## src/rtl/fsel_pkg.sv

```systemverilog
package fsel_pkg;
  localparam int STW = 3;

  typedef enum logic [STW-1:0] {
    ST_RUN        = 3'd0,
    ST_IDLE       = 3'd1,
    ST_SQUASH     = 3'd2,
    ST_BLOCK      = 3'd3,
    ST_FILLED     = 3'd4,
    ST_WAIT_RESP  = 3'd5,
    ST_WAIT_RETRY = 3'd6,
    ST_PARKED     = 3'd7
  } thr_state_e;

  typedef enum logic [1:0] {
    POL_SINGLE = 2'd0,
    POL_ROTATE = 2'd1,
    POL_IQ     = 2'd2,
    POL_LSQ    = 2'd3
  } fetch_pol_e;

  function automatic logic can_fetch(input logic [STW-1:0] code);
    return (code == ST_RUN) || (code == ST_IDLE) || (code == ST_FILLED);
  endfunction
endpackage

```

## src/rtl/fsel_elig.sv

```systemverilog
module fsel_elig
  import fsel_pkg::*;
#(
  parameter int N_THREADS = 4
) (
  input  logic [N_THREADS-1:0]     active_mask,
  input  logic [STW*N_THREADS-1:0] thread_status,
  output logic [N_THREADS-1:0]     elig
);
  for (genvar i = 0; i < N_THREADS; i++) begin : g_thr
    assign elig[i] = active_mask[i] && can_fetch(thread_status[i*STW +: STW]);
  end
endmodule

```

## src/rtl/fsel_rr_list.sv

```systemverilog
module fsel_rr_list #(
  parameter int N_THREADS = 4,
  parameter int TW = 2
) (
  input  logic                 clk,
  input  logic                 rst_n,
  input  logic [N_THREADS-1:0] elig,
  input  logic                 advance,
  output logic                 hit,
  output logic [TW-1:0]        hit_tid
);
  logic [TW-1:0] order_q [N_THREADS];
  logic [TW-1:0] order_n [N_THREADS];
  logic [TW*N_THREADS-1:0] order_flat;
  logic [N_THREADS-1:0] seen;
  int hit_pos;

  always_comb begin
    hit = 1'b0;
    hit_pos = 0;
    hit_tid = '0;
    for (int p = 0; p < N_THREADS; p++) begin
      if (!hit && elig[order_q[p]]) begin
        hit = 1'b1;
        hit_pos = p;
        hit_tid = order_q[p];
      end
    end
  end

  always_comb begin
    for (int p = 0; p < N_THREADS; p++) begin
      if (p < hit_pos)
        order_n[p] = order_q[p];
      else if (p < N_THREADS - 1)
        order_n[p] = order_q[(p < N_THREADS - 1) ? p + 1 : p];
      else
        order_n[p] = hit_tid;
    end
  end

  always_ff @(posedge clk) begin
    if (!rst_n) begin
      for (int p = 0; p < N_THREADS; p++) order_q[p] <= TW'(p);
    end else if (advance && hit) begin
      for (int p = 0; p < N_THREADS; p++) order_q[p] <= order_n[p];
    end
  end

  for (genvar p = 0; p < N_THREADS; p++) begin : g_flat
    assign order_flat[p*TW +: TW] = order_q[p];
  end

  always_comb begin
    seen = '0;
    for (int p = 0; p < N_THREADS; p++) seen[order_q[p]] = 1'b1;
  end

  // no taken rotation grant leaves the list untouched
  a_r6_list_hold: assert property (@(posedge clk) disable iff (!rst_n)
    !advance |=> $stable(order_flat));
  // taken thread lands at the tail
  a_r4_tail: assert property (@(posedge clk) disable iff (!rst_n)
    advance |=> order_q[N_THREADS-1] == $past(hit_tid));
  // list always stays a permutation of all thread IDs
  a_r4_perm: assert property (@(posedge clk) disable iff (!rst_n)
    &seen);
  // a rotation grant is never taken without a hit
  a_r5_no_empty_take: assert property (@(posedge clk) disable iff (!rst_n)
    advance |-> hit);
endmodule

```

## src/rtl/fsel_min_pick.sv

```systemverilog
module fsel_min_pick #(
  parameter int N_THREADS = 4,
  parameter int CNT_W = 6,
  parameter int TW = 2
) (
  input  logic                       clk,
  input  logic                       rst_n,
  input  logic [N_THREADS-1:0]       elig,
  input  logic [CNT_W*N_THREADS-1:0] counts,
  output logic                       found,
  output logic [TW-1:0]              pick_tid
);
  logic [CNT_W-1:0] best;

  always_comb begin
    found = 1'b0;
    pick_tid = '0;
    best = '0;
    for (int i = 0; i < N_THREADS; i++) begin
      if (elig[i] && (!found || counts[i*CNT_W +: CNT_W] < best)) begin
        found = 1'b1;
        pick_tid = TW'(i);
        best = counts[i*CNT_W +: CNT_W];
      end
    end
  end

  // a pick is always an eligible thread
  a_r8_pick_elig: assert property (@(posedge clk) disable iff (!rst_n)
    found |-> elig[pick_tid]);
  // nothing eligible means nothing found
  a_r5_none: assert property (@(posedge clk) disable iff (!rst_n)
    (elig == '0) |-> !found);
endmodule

```

## src/rtl/fetch_thread_sel.sv

```systemverilog
module fetch_thread_sel
  import fsel_pkg::*;
#(
  parameter int N_THREADS = 4,
  parameter int CNT_W = 6,
  localparam int TW = (N_THREADS > 1) ? $clog2(N_THREADS) : 1
) (
  input  logic                       clk,
  input  logic                       rst_n,
  input  logic [1:0]                 policy_sel,
  input  logic [N_THREADS-1:0]       active_mask,
  input  logic [STW*N_THREADS-1:0]   thread_status,
  input  logic [CNT_W*N_THREADS-1:0] iq_count,
  input  logic [CNT_W*N_THREADS-1:0] lsq_count,
  output logic                       sel_valid,
  input  logic                       sel_ready,
  output logic [TW-1:0]              sel_tid
);
  logic [N_THREADS-1:0] elig;
  fetch_pol_e eff_pol;
  logic rr_hit, mp_found, advance;
  logic [TW-1:0] rr_tid, mp_tid;
  logic [CNT_W*N_THREADS-1:0] rank_counts;

  if (N_THREADS == 1) begin : g_one
    assign eff_pol = POL_SINGLE;
  end else begin : g_many
    assign eff_pol = fetch_pol_e'(policy_sel);
  end

  fsel_elig #(.N_THREADS(N_THREADS)) u_elig (
    .active_mask(active_mask), .thread_status(thread_status), .elig(elig));

  assign advance = sel_valid && sel_ready && (eff_pol == POL_ROTATE);

  fsel_rr_list #(.N_THREADS(N_THREADS), .TW(TW)) u_rr (
    .clk(clk), .rst_n(rst_n), .elig(elig), .advance(advance),
    .hit(rr_hit), .hit_tid(rr_tid));

  assign rank_counts = (eff_pol == POL_LSQ) ? lsq_count : iq_count;

  fsel_min_pick #(.N_THREADS(N_THREADS), .CNT_W(CNT_W), .TW(TW)) u_pick (
    .clk(clk), .rst_n(rst_n), .elig(elig), .counts(rank_counts),
    .found(mp_found), .pick_tid(mp_tid));

  always_comb begin
    unique case (eff_pol)
      POL_SINGLE: begin sel_valid = elig[0]; sel_tid = '0;     end
      POL_ROTATE: begin sel_valid = rr_hit;  sel_tid = rr_tid; end
      default:    begin sel_valid = mp_found; sel_tid = mp_tid; end
    endcase
  end

  // only active threads are offered
  a_r2_active: assert property (@(posedge clk) disable iff (!rst_n)
    sel_valid |-> active_mask[sel_tid]);
  // offered thread carries a fetchable status code
  a_r1_status: assert property (@(posedge clk) disable iff (!rst_n)
    sel_valid |-> (thread_status[sel_tid*STW +: STW] inside {3'd0, 3'd1, 3'd4}));
  // single-thread policy offers thread 0 only
  a_r7_single: assert property (@(posedge clk) disable iff (!rst_n)
    (sel_valid && policy_sel == 2'd0) |-> sel_tid == '0);
endmodule

```

## config.mk

```make
export PLATFORM = sky130hd
export DESIGN_NAME = fetch_thread_sel
export DESIGN_NICKNAME = d
export VERILOG_FILES = /design/src/rtl/fsel_pkg.sv /design/src/rtl/fsel_elig.sv /design/src/rtl/fsel_rr_list.sv /design/src/rtl/fsel_min_pick.sv /design/src/rtl/fetch_thread_sel.sv
export SDC_FILE = /design/constraint.sdc
export NUM_CORES = 1
export LEC_CHECK = 0
export ABC_AREA = 1
export BUFFER_PORTS_ARGS = -buffer_cell sky130_fd_sc_hd__buf_4
export CORE_MARGIN = 1.5
export CORE_UTILIZATION = 45
export CTS_CLUSTER_SIZE = 8
export DETAILED_ROUTE_END_ITERATION = 16
export PLACE_DENSITY_LB_ADDON = 0.12
export REMOVE_ABC_BUFFERS = 1
export SLEW_MARGIN = 5
export SYNTH_ARGS = -nofsm -noshare
export SYNTH_HDL_FRONTEND = slang
export SYNTH_SLANG_ARGS = --single-unit
```

## constraint.sdc

```tcl
create_clock -name clk -period 6.3 [get_ports clk]
set_clock_uncertainty 0.2 [all_clocks]
set_input_delay 0.315 -clock clk [delete_from_list [all_inputs] [get_ports clk]]
set_output_delay 0.315 -clock clk [all_outputs]
set_load 0.1 [all_outputs]
```

Yosys cells after proc, flatten, opt, wreduce, memory -nomap -nowiden:

Memory sizes are Yosys's and may differ from the RTL's.
Cells that the tools add are included.

* $add $sub $neg: 0
* multiply operators: 0
* divide/modulo/power cells: 0
* order comparisons: 11
* eq/ne operators: 10
* shift operators: 0
* muxes and demuxes: 44
* bitwise operators: 4
* reductions and logical operators: 35

Operators with widths (number)
* $mux 2: 16
* $mux 24: 1
* $lt 6x6->1: 3
* $mux 1: 18
* $mux 6: 3
* $logic_and 1x1->1: 13
* $eq 3x1->1 const B: 4
* $eq 3x3->1 const B: 4
* $logic_not 3->1: 4
* $lt 2x3->1 const B: 4
* $logic_or 1x1->1: 11
* $bmux 1 s2: 4
* $logic_not 1->1: 6
* $lt 1x2->1 const A: 2
* $lt 2x2->1 const A: 2
* $or 1x1->1: 4
* $pmux 2 s2: 1
* $eq 2x1->1 const B: 1
* $eq 2x2->1 const B: 1
* $logic_not 2->1: 1
* $pmux 1 s2: 1

* register bits after elaboration: 0
* latch bits: 0
* memory bits (writable): 8
* ROM bits: 0
* bits of input ports: 69
* output and inout bits: 3
* logic and storage cells: 105
* memories kept: 1

Memory list
* u_rr.order_q: words 4, bits a word 2, rd ports 4, clocked after Yosys merged registers in 0, write ports 4, line fsel_rr_list.sv:12 `logic [TW-1:0] order_q [N_THREADS];`

Longest topological paths before layout:

Gate-level depths: netlist of the first run.

* depth after elaboration: 25
* gate-level depth with buffers: 37
* gate-level depth less buffers: 34

By module:

From an unflattened synthesis of the first run, not the netlist that was laid out.

* cells, all modules: 312
* area total of the unflattened synthesis: 1756.7 um2

By module, submodules not included
* fsel_rr_list: instances 1, cells each 92, area each 648.1 um2, seq. area each 240.2 um2
* fsel_min_pick: instances 1, cells each 104, area each 595.6 um2, seq. area each 0.0 um2
* fetch_thread_sel: instances 1, cells each 96, area each 437.9 um2, seq. area each 0.0 um2
* fsel_elig: instances 1, cells each 20, area each 75.1 um2, seq. area each 0.0 um2

Worst setup path before layout of the first run:

OpenSTA, ideal clock, no wires.

* kind: input to output
* start point: input policy_sel[1]
* end point: output sel_tid[0]
* arrival: 4.812 ns
* required time: 5.785 ns
* setup slack: 0.973 ns
* stages: 37
* buffers on the path: 4
* path through: buf_6 > nand2_4 > inv_1 > clkbuf_1 > nor2_1 > nor2_1 > o21ai_0 > ha_1 > a21oi_1 > nor2_1 > a211oi_1 > nand2_1 > nand2_2 > nand2_2 > clkbuf_1 > nand2_1 > o21ai_1 > ha_1 > a21oi_1 > nor2_1 > a211oi_1 > nand2_1 > nand2_2 > nand2_2 > buf_2 > nand2_1 > o21ai_1 > ha_1 > a21oi_1 > nor2_1 > a211oi_1 > nand2_1 > nand2_1 > nand2_1 > nand2_1 > nand2_1 > nand2_1

* cells in the longest elaborated chain, start to end: 16
* elaborated cells on any way between the ends: 24
* those cells by class: order compare: 3; eq/ne: 2; mux: 10; reduce/logical: 9

RTL lines
* start, declared: line fetch_thread_sel.sv:10 `input logic [1:0] policy_sel,`
* $eq 2x2->1: line fetch_thread_sel.sv:40 `assign rank_counts = (eff_pol == POL_LSQ) ? lsq_count : iq_count;`
* $mux 24: line fetch_thread_sel.sv:40
* $mux 6: line fsel_min_pick.sv:20 `if (elig[i] && (!found || counts[i*CNT_W +: CNT_W] < best)) begin`
* $lt 6x6->1: line fsel_min_pick.sv:20
* $logic_or 1x1->1: line fsel_min_pick.sv:20
* $logic_and 1x1->1: line fsel_min_pick.sv:20
* $mux 6 / $mux 1 (equally long branches): line fsel_min_pick.sv:20
* $lt 6x6->1 / $logic_not 1->1 (equally long branches): line fsel_min_pick.sv:20
* $logic_or 1x1->1: line fsel_min_pick.sv:20
* $logic_and 1x1->1: line fsel_min_pick.sv:20
* $mux 6 / $mux 1 (equally long branches): line fsel_min_pick.sv:20
* $lt 6x6->1 / $logic_not 1->1 (equally long branches): line fsel_min_pick.sv:20
* $logic_or 1x1->1: line fsel_min_pick.sv:20
* $logic_and 1x1->1: line fsel_min_pick.sv:20
* $mux 2: line fsel_min_pick.sv:20
* $pmux 2 s2 (*): line fetch_thread_sel.sv:47 `unique case (eff_pol)`
* end, declared: line fetch_thread_sel.sv:17 `output logic [TW-1:0] sel_tid`

Every way passes the cells marked *; elsewhere a longest branch is shown, timed or not.

Final worst setup path of the first run:

* start point: input policy_sel[1]
* end point: output sel_tid[1]

The elaborated chain is that of the path after synthesis.

==> flow_metrics.py, run 1 <==
metrics = {
    "setup_path": {
        "critical_path_class": "input port to primary output",
        "cp_slowest_cell": "inv_1",
        "reg2regPathDepth": 8,
        "critPathMaxStageDelay_ps": 390,
        "critical_path.top_delay_family": "simple AND/OR/NAND/NOR gates",
        "startpoint_type": "input port",
        "crit_arrival_ps": 4860,
        "r2r_start": "u_rr.order_q[3][0]$_SDFFCE_PN1P_",
        "crit_buf_inv": 3,
        "end_kind": "primary output",
        "critPathMaxFanout": 20,
        "crit_cells": 34,
        "crit_path_start": "policy_sel[1]",
        "cp.required_ps": 5780,
        "crit_top_cell": "nand2_1",
    },
    "flow_run": {
        "cap_violations": 0,
    },
    "clock_network": {
        "worstSkewPairLatency_ps": 250,
        "post_cts_resized": 0,
        "cts_tree": "built",
        "cts_buffer_depth": 2,
        "postCtsHoldBufs": 0,
        "htree_num_levels": 1,
        "cts_buffers": 3,
        "clock_sinks": 8,
        "root_buffer": "clkbuf_4",
        "cts.reportedPaths.clkPinSlew_ps": 50,
        "cts_setup_buffers": 0,
    },
    "global_route": {
        "grt_pass1_vias": 1713,
        "antenna_found_initial": 0,
        "grt_max_degree": 25,
        "grt_pass1_wl_um": 6610,
        "grt.overflow.total": 0,
        "grt_usage": 0.225,
    },
    "sta": {
        "setup_viol": 0,
        "tightest_slew_ps": 529,
        "fin_tns_setup_ps": 0,
        "slew_headroom": 0.647,
        "drv_slew": 0,
        "rsz0062_at_grt": "no",
        "fmax_mhz": 186,
        "period_share": 0.853,
        "min_period_ps": 5370,
        "timing_hold_violations_final": 0,
    },
    "layout": {
        "top_regs": "u_rr.order_q (8)",
        "top_register": "u_rr.order_q",
        "largest_reg_flops": 8,
        "drive_gt1_frac": 0.277,
        "syn2layout_area_growth_pct": 38.6,
        "diodes": 0,
        "nFillCells": 314,
        "final_nets": 418,
        "final_common_cell": "nand2_1",
        "layout_common_cells": "114 x nand2_1, 72 x buf_4, 27 x nor2_1",
    },
    "route": {
        "antenna_left": 0,
        "wl_per_cell_um": 10.3,
        "drc": 0,
        "dr.first_iter.drc_count": 91,
        "routed_via_density": 4.99,
        "routed_wl_um": 3860,
        "drtPass1Iterations": 4,
        "vias": 1876,
    },
    "floorplan": {
        "start_util": 0.483,
        "fp.coreArea_um2": 3100,
        "die_y_um": 60.7,
        "dieArea_um2": 3690,
        "die_w_um": 60.7,
        "io_pins": 72,
        "num_rows": 20,
    },
    "synth": {
        "synth_cell_types": 29,
        "synth_top_area_cell": "nand2_1",
        "avgSynthCellArea_um2": 5.66,
        "netlist_area_um2": 1500,
        "synth-edff-count": 8,
        "synth_seq_cells": 8,
        "ys.flop_type": "edfxtp_1",
        "synth_top_area_share": 0.285,
        "async_flop_share": 0,
        "synth_area_leaders": "nand2_1 29%, edfxtp_1 16%, ha_1 13%",
        "syn-instance-count": 265,
        "yosysSeqAreaShare": 0.160,
        "yosysWarningCount": 0,
    },
    "hold_path": {
        "holdPathStages": 2,
        "worstHoldStart": "rst_n",
        "hold_class": "input port to flop",
    },
    "placement": {
        "hpwl_um": 3280,
        "gp_congestion": 0.818,
        "io_buffer_count": 71,
    },
    "outcome": {
        "status": "complete, no violations",
    },
    "power": {
        "ir_drop_mv": 0.0944,
        "leakage_nw": 1.19,
        "power.density_nw_per_um2": 123,
        "finalPower_mw": 0.256,
    },
}
## synth_stat cells (2+ instances only)
library cell  instances
nand3_1              12
o21ai_1              14
nor2_1               27
nand2_2               5
nor2_2                2
o21ai_0              10
a211oi_1              4
nand2_1             114
nor2_4                2
a21oi_1               8
inv_2                 7
edfxtp_1              8
ha_1                 15
mux2i_1               2
inv_1                17
clkbuf_1              5
## per-layer routing
metal | routed length (um) | track usage | vias to the layer above | part of all wire
li1 | - | - | 997 | -
met1 | 1890 | 0.299 | 810 | 0.49
met2 | 1670 | 0.396 | 67 | 0.43
met3 | 287 | 0.0362 | 2 | 0.074
met4 | 6 | 0.0217 | 0 | 0.0016
met5 | 0 | 0 | - | 0
## power by group
group | internal, mW | switching [mW]
Sequential | 0.0609 | 0.00122
Clock | 0.0217 | 0.0167
Combinational | 0.0670 | 0.0889
Total | 0.150 | 0.107
## worst paths after layout
path,endpoint,slack [ps]
worst min register to register,u_rr.order_q[2][1]$_SDFFCE_PN1P_,400
worst max register to register,u_rr.order_q[1][0]$_SDFFCE_PN1P_,4030
worst min-delay path,u_rr.order_q[2][1]$_SDFFCE_PN1P_,210
worst max-delay path,sel_tid[1],930
## stage by stage
step / worst slack, ps / utilization / instances / instance area (um2) / hold slack [ps]
after floorplan: 1200 / - / 257 / 1460 / 315
after global placement: 1070 / 0.663 / 373 / 2060 / 371
after detailed placement: 944 / 0.663 / 373 / 2060 / 381
after CTS: 939 / 0.670 / 376 / 2080 / 206
after global routing: 335 / 0.670 / 376 / 2080 / 215
final: 928 / 0.670 / 376 / 2080 / 212
## logic make-up (layout without fill, tap and decap cells)
kind of cell / count (synthesis) / count (layout) / share of synthesized area
buf+inv: 33 / 100 / 0.0885
simple gates: 165 / 165 / 0.454
compound gates: 42 / 42 / 0.159
fa+ha+maj: 15 / 15 / 0.125
flops: 8 / 8 / 0.160
mux: 2 / 2 / 0.0134
## cell type report
type | count | area [um2] | share of cell area
multi-input combinational | 224 | 1130 | 0.542
timing repair buffer | 72 | 541 | 0.260
sequential | 8 | 240 | 0.116
inverter | 25 | 93.8 | 0.0452
tap | 44 | 55.1 | 0.0265
clock buffer | 3 | 22.5 | 0.0108
Power figures use the tool's default switching activity.
==> run 2, diff against run 1 <==
- PLACE_DENSITY: unset -> 0.81
- PLACE_DENSITY_LB_ADDON: 0.12 -> unset
==> run 2 against run 1 <==
  * Non-clock buffer count fell by 1
  * Sequential share of layout area barely moved
  * Final cell count fell by 0.27%
  * Critical path depth did not move
  * Critical path type unchanged
  * Sequential power barely moved
  * Utilization fell by 0.24 points
  * Worst setup slack got worse by 190 ps
  * Power barely moved
  * Final area fell by 0.36%
  * Flip-flop and latch count did not move
  * Clock power rose by 2%
  * Register-to-register slack improved by 60 ps
==> flow_metrics.py, run 2 (same netlist as run 1, synthesis figures left out) <==
metrics = {
    "power": {
        "finalPower_mw": 0.257,
        "switchingPower_mw": 0.107,
        "power.density_nw_per_um2": 124,
        "ir_drop_mv": 0.103,
        "pwr-share-comb": 0.606,
        "p_int_mw": 0.149,
        "pwr-share-clk": 0.152,
        "pwr-share-seq": 0.242,
        "leakage_nw": 1.18,
        "swShare": 0.418,
    },
    "clock_network": {
        "worstSkewPairLatency_ps": 250,
        "postCtsHoldBufs": 0,
        "cts_buffers": 3,
        "cts_buffer_depth": 2,
        "root_buffer": "clkbuf_4",
        "clock_sinks": 8,
        "cts_tree": "built",
        "cts.reportedPaths.clkPinSlew_ps": 50,
        "post_cts_resized": 0,
        "htree_num_levels": 1,
        "cts_setup_buffers": 0,
    },
    "floorplan": {
        "num_rows": 20,
        "io_pins": 72,
        "start_util": 0.483,
        "fp.coreArea_um2": 3100,
        "die_w_um": 60.7,
        "dieArea_um2": 3690,
        "die_y_um": 60.7,
    },
    "sta": {
        "setup_viol": 0,
        "holdWs_ps": 221,
        "timing_hold_violations_final": 0,
        "rsz0062_at_grt": "no",
        "fmax_mhz": 180,
        "layout_setup_ws_ps": 740,
        "drv_slew": 0,
        "fin_tns_setup_ps": 0,
        "min_period_ps": 5560,
        "tightest_slew_ps": 520,
        "slew_headroom": 0.653,
        "period_share": 0.883,
    },
    "global_route": {
        "grt_usage": 0.212,
        "grt_pass1_wl_um": 6210,
        "antenna_found_initial": 0,
        "grt.overflow.total": 0,
        "grt_max_degree": 26,
        "grt_pass1_vias": 1649,
    },
    "setup_path": {
        "r2r-end": "u_rr.order_q[1][0]$_SDFFCE_PN1P_",
        "regToRegSetupSlack_ps": 4090,
        "critPathMaxFanout": 25,
        "crit_arrival_ps": 5040,
        "r2r_start": "u_rr.order_q[2][0]$_SDFFCE_PN0P_",
        "crit_path_start": "policy_sel[1]",
        "cp.required_ps": 5780,
        "cp_slowest_cell": "inv_1",
        "crit_top_cell": "nand2_1",
        "startpoint_type": "input port",
        "critPathMaxStageDelay_ps": 450,
        "critical_path_class": "input port to primary output",
        "reg2regPathDepth": 9,
        "end_kind": "primary output",
    },
    "route": {
        "wl_per_cell_um": 10.2,
        "drtPass1Iterations": 4,
        "drc": 0,
        "wl_met1_um": 1870,
        "antenna_left": 0,
        "vias": 1837,
        "routed_wl_um": 3820,
        "wl_met2_um": 1750,
        "routed-wl-met3_um": 205,
        "highest_layer": "met3",
        "dr.first_iter.drc_count": 77,
        "routed_via_density": 4.90,
    },
    "layout": {
        "stdcell_count": 375,
        "top_regs": "u_rr.order_q (8)",
        "nFillCells": 314,
        "fin_util": 0.667,
        "largest_reg_flops": 8,
        "top_register": "u_rr.order_q",
        "drive_gt1_frac": 0.275,
        "final_common_cell": "nand2_1",
        "final_area_um2": 2070,
        "multi_input_area_um2": 1130,
        "layout_common_cells": "114 x nand2_1, 71 x buf_4, 27 x nor2_1",
        "diodes": 0,
        "regArea_um2": 240,
        "final_nets": 417,
        "syn2layout_area_growth_pct": 38.1,
    },
    "outcome": {
        "status": "complete, no violations",
    },
    "hold_path": {
        "holdPathStages": 2,
        "whs_endpoint": "u_rr.order_q[2][0]$_SDFFCE_PN0P_",
        "worstHoldStart": "rst_n",
        "hold_class": "input port to flop",
    },
    "placement": {
        "dpl_cell_area_um2": 2050,
        "gp_congestion": 0.862,
        "io_buffer_count": 71,
        "dpl.cell_count": 372,
        "dp_slack_ps": 797,
        "hpwl_um": 3270,
    },
    "flow_run": {
        "cap_violations": 0,
    },
}
-- run 2: routing by layer --
layer	vias to the layer above	track usage
li1	998	-
met1	776	0.282
met2	63	0.379
met3	0	0.0362
met4	0	0.00621
met5	-	0
-- run 2: critical path: cells and delay by family --
family                     cells  cell delay (ps)
AOI/OAI and AO/OA              8             1260
adders and majority gates      3              900
and+or+nand+nor               20             1670
buffers and inverters          3              870
-- run 2: cell type report --
cell class | instances | share of cell area
Multi-Input combinational cell | 224 | 0.544
Timing Repair Buffer | 71 | 0.257
Inverter | 25 | 0.0453
Sequential cell | 8 | 0.116
Clock buffer | 3 | 0.0109
Tap cell | 44 | 0.0266
-- run 2: worst max path at each step --
stage                       endpoint  slack [ps]
final                     sel_tid[1]         740
after global routing      sel_tid[1]         200
after CTS                 sel_tid[0]         780
after detailed placement  sel_tid[0]         800
after global placement    sel_tid[1]         950
after floorplan           sel_tid[1]        1200
-- run 2: power by group through the flow --
stage / Clock [mW] / Combinational, mW / Sequential [mW]
5_1_grt: 0.0433 / 0.174 / 0.0623
6_report: 0.0391 / 0.155 / 0.0621
4_1_cts: 0.0398 / 0.156 / 0.0621
3_5_place_dp: 0 / 0.155 / 0.0632
2_1_floorplan: 0 / 0.0998 / 0.0627
3_3_place_gp: 0 / 0.152 / 0.0631
==> run 3, diff against run 2 <==
- ABC_AREA: 1 -> 0
- PLACE_DENSITY: 0.81 -> 0.79
==> run 3 against run 2 <==
  * Area after synthesis grew 14%
  * Highest routed layer is now met4
  * Clock-buffer cell count did not move
  * Fmax is 9.5% lower
  * Worst setup slack got worse by 590 ps
  * Largest power group unchanged
  * Sequential share of layout area down 2.5 points
  * Global-route usage up 3.5 points
  * Utilization increased by 5.5 points
  * Register-to-register slack worse by 160 ps
  * Clock power grew 69%
  * Critical path depth fell by 7
  * Combinational power increased by 34%
==> flow_metrics.py, run 3 <==
metrics = {
    "outcome": {
        "status": "complete, no violations",
    },
    "layout": {
        "largest_reg_flops": 8,
        "regArea_um2": 240,
        "final_nets": 367,
        "nFillCells": 272,
        "drive_gt1_frac": 0.516,
        "syn2layout_area_growth_pct": 54.8,
        "fin_util": 0.723,
        "diodes": 0,
        "top_regs": "u_rr.order_q (8)",
        "top_register": "u_rr.order_q",
        "layout_common_cells": "84 x buf_4, 21 x nand2_1, 15 x mux2_2",
        "final_common_cell": "buf_4",
        "multi_input_area_um2": 1530,
    },
    "global_route": {
        "grt.overflow.total": 0,
        "grt_pass1_wl_um": 8270,
        "grt_pass1_vias": 1909,
        "antenna_found_initial": 0,
        "grt_usage": 0.247,
        "grt_max_degree": 11,
    },
    "setup_path": {
        "cp.required_ps": 5780,
        "reg2regPathDepth": 5,
        "critical_path_class": "input port to primary output",
        "crit_buf_inv": 6,
        "crit_arrival_ps": 5630,
        "cp_slowest_cell": "o31a_1",
        "r2r-end": "u_rr.order_q[2][0]$_SDFFCE_PN0P_",
        "critPathMaxStageDelay_ps": 370,
        "startpoint_type": "input port",
        "r2r_start": "u_rr.order_q[0][0]$_SDFFCE_PN0P_",
        "crit_top_cell": "a21o_1",
        "critical_path.top_delay_family": "compound AO/OA/AOI/OAI gates",
        "critPathMaxFanout": 6,
        "end_kind": "primary output",
        "regToRegSetupSlack_ps": 3930,
    },
    "route": {
        "vias": 1951,
        "drc": 0,
        "drtPass1Iterations": 4,
        "wl_per_cell_um": 16.3,
        "antenna_left": 0,
        "routed_wl_um": 5370,
        "routed_via_density": 5.93,
        "dr.first_iter.drc_count": 118,
    },
    "synth": {
        "synth-edff-count": 8,
        "synth_area_leaders": "edfxtp_1 14%, mux2_2 11%, ha_1 11%",
        "synth_cell_types": 53,
        "synth_seq_cells": 8,
        "yosysWarningCount": 0,
        "avgSynthCellArea_um2": 8.86,
        "netlist_area_um2": 1710,
        "synth.most_common_cell": "nand2_1",
        "ys.flop_type": "edfxtp_1",
        "synth_common_cells": "24 x nand2_1, 17 x mux2_2, 15 x ha_1, 13 x inv_1, 11 x mux2i_1",
        "synth_top_area_cell": "edfxtp_1",
        "syn-instance-count": 193,
        "async_flop_share": 0,
        "yosysSeqAreaShare": 0.141,
        "synth_top_area_share": 0.141,
    },
    "clock_network": {
        "clock_sinks": 8,
        "cts.reportedPaths.clkPinSlew_ps": 50,
        "cts_buffers": 3,
        "htree_num_levels": 1,
        "cts_tree": "built",
        "root_buffer": "clkbuf_8",
        "postCtsHoldBufs": 0,
        "worstSkewPairLatency_ps": 240,
        "cts_buffer_depth": 2,
    },
    "sta": {
        "drv_slew": 0,
        "timing_hold_violations_final": 0,
        "min_period_ps": 6150,
        "holdWs_ps": 237,
        "fmax_mhz": 163,
        "layout_setup_ws_ps": 154,
        "setup_viol": 0,
        "slew_headroom": 0.706,
        "period_share": 0.976,
        "fin_tns_setup_ps": 0,
        "tightest_slew_ps": 441,
    },
    "placement": {
        "hpwl_um": 4120,
        "io_buffer_count": 71,
        "gp_congestion": 0.876,
        "dp_slack_ps": -16.2,
    },
    "floorplan": {
        "dieArea_um2": 4180,
        "start_util": 0.467,
        "io_pins": 72,
        "num_rows": 22,
        "die_w_um": 64.6,
        "fp.coreArea_um2": 3660,
        "die_y_um": 64.6,
    },
    "hold_path": {
        "whs_endpoint": "u_rr.order_q[3][0]$_SDFFCE_PN1P_",
        "worstHoldStart": "rst_n",
        "hold_class": "input port to flop",
        "holdPathStages": 2,
    },
    "flow_run": {
        "cap_violations": 0,
    },
    "power": {
        "power.density_nw_per_um2": 127,
        "ir_drop_mv": 0.0735,
        "finalPower_mw": 0.336,
        "leakage_nw": 1.22,
    },
}
==> run 3: how the worst max path moves through the flow <==
stage                   from         end  slack, ps  cells past startpoint
2_1_floorplan  policy_sel[0]  sel_tid[1]        -50                     24
4_1_cts        policy_sel[0]  sel_tid[1]         30                     26
6_report       policy_sel[1]  sel_tid[1]        150                     27
5_1_grt        policy_sel[1]  sel_tid[1]        -80                     28
3_5_place_dp   policy_sel[0]  sel_tid[1]        -20                     26
3_3_place_gp   policy_sel[0]  sel_tid[1]         50                     26
==> run 3: metrics by stage <==
step,instances,instance area (um2)
after floorplan,186,1670
after CTS,319,2390
after global placement,316,2350
after detailed placement,316,2350
final,329,2650
after global routing,329,2650
==> run 3: area by class of cell <==
type,count,area share
inverter,13,0.0184
multi-input combinational,165,0.577
sequential,8,0.0908
timing repair buffer,92,0.276
clock buffer,3,0.0156
tap,48,0.0227
==> run 3: per-layer routing <==
layer | wire length, um | track usage | vias to the layer above
met3 | 416 | 0.0417 | 8
met1 | 2210 | 0.320 | 916
met2 | 2670 | 0.432 | 109
met4 | 80 | 0.0505 | 0
met5 | 0 | 0 | -
li1 | - | - | 918
==> run 3: cells by family after synthesis <==
logic type,synth area share
simple gates,0.234
compound gates,0.216
mux,0.249
buf+inv,0.0512
fa+ha+maj,0.110
flops,0.141
==> run 3: report_power, final <==
part	internal, mW	leakage, nW	switching [mW]
registers	0.0608	0.0700	0.00246
clock network	0.0418	0.0216	0.0242
logic	0.106	1.12	0.102
total	0.208	1.22	0.128
==> run 3: timing repair <==
item | CTS | global route
endpoints found under the hold margin | 0 | 0
pin swaps | 0 | 21
resized for setup | 2 | 33
setup endpoints to repair | 2 | 2
buffers inserted | 0 | 10
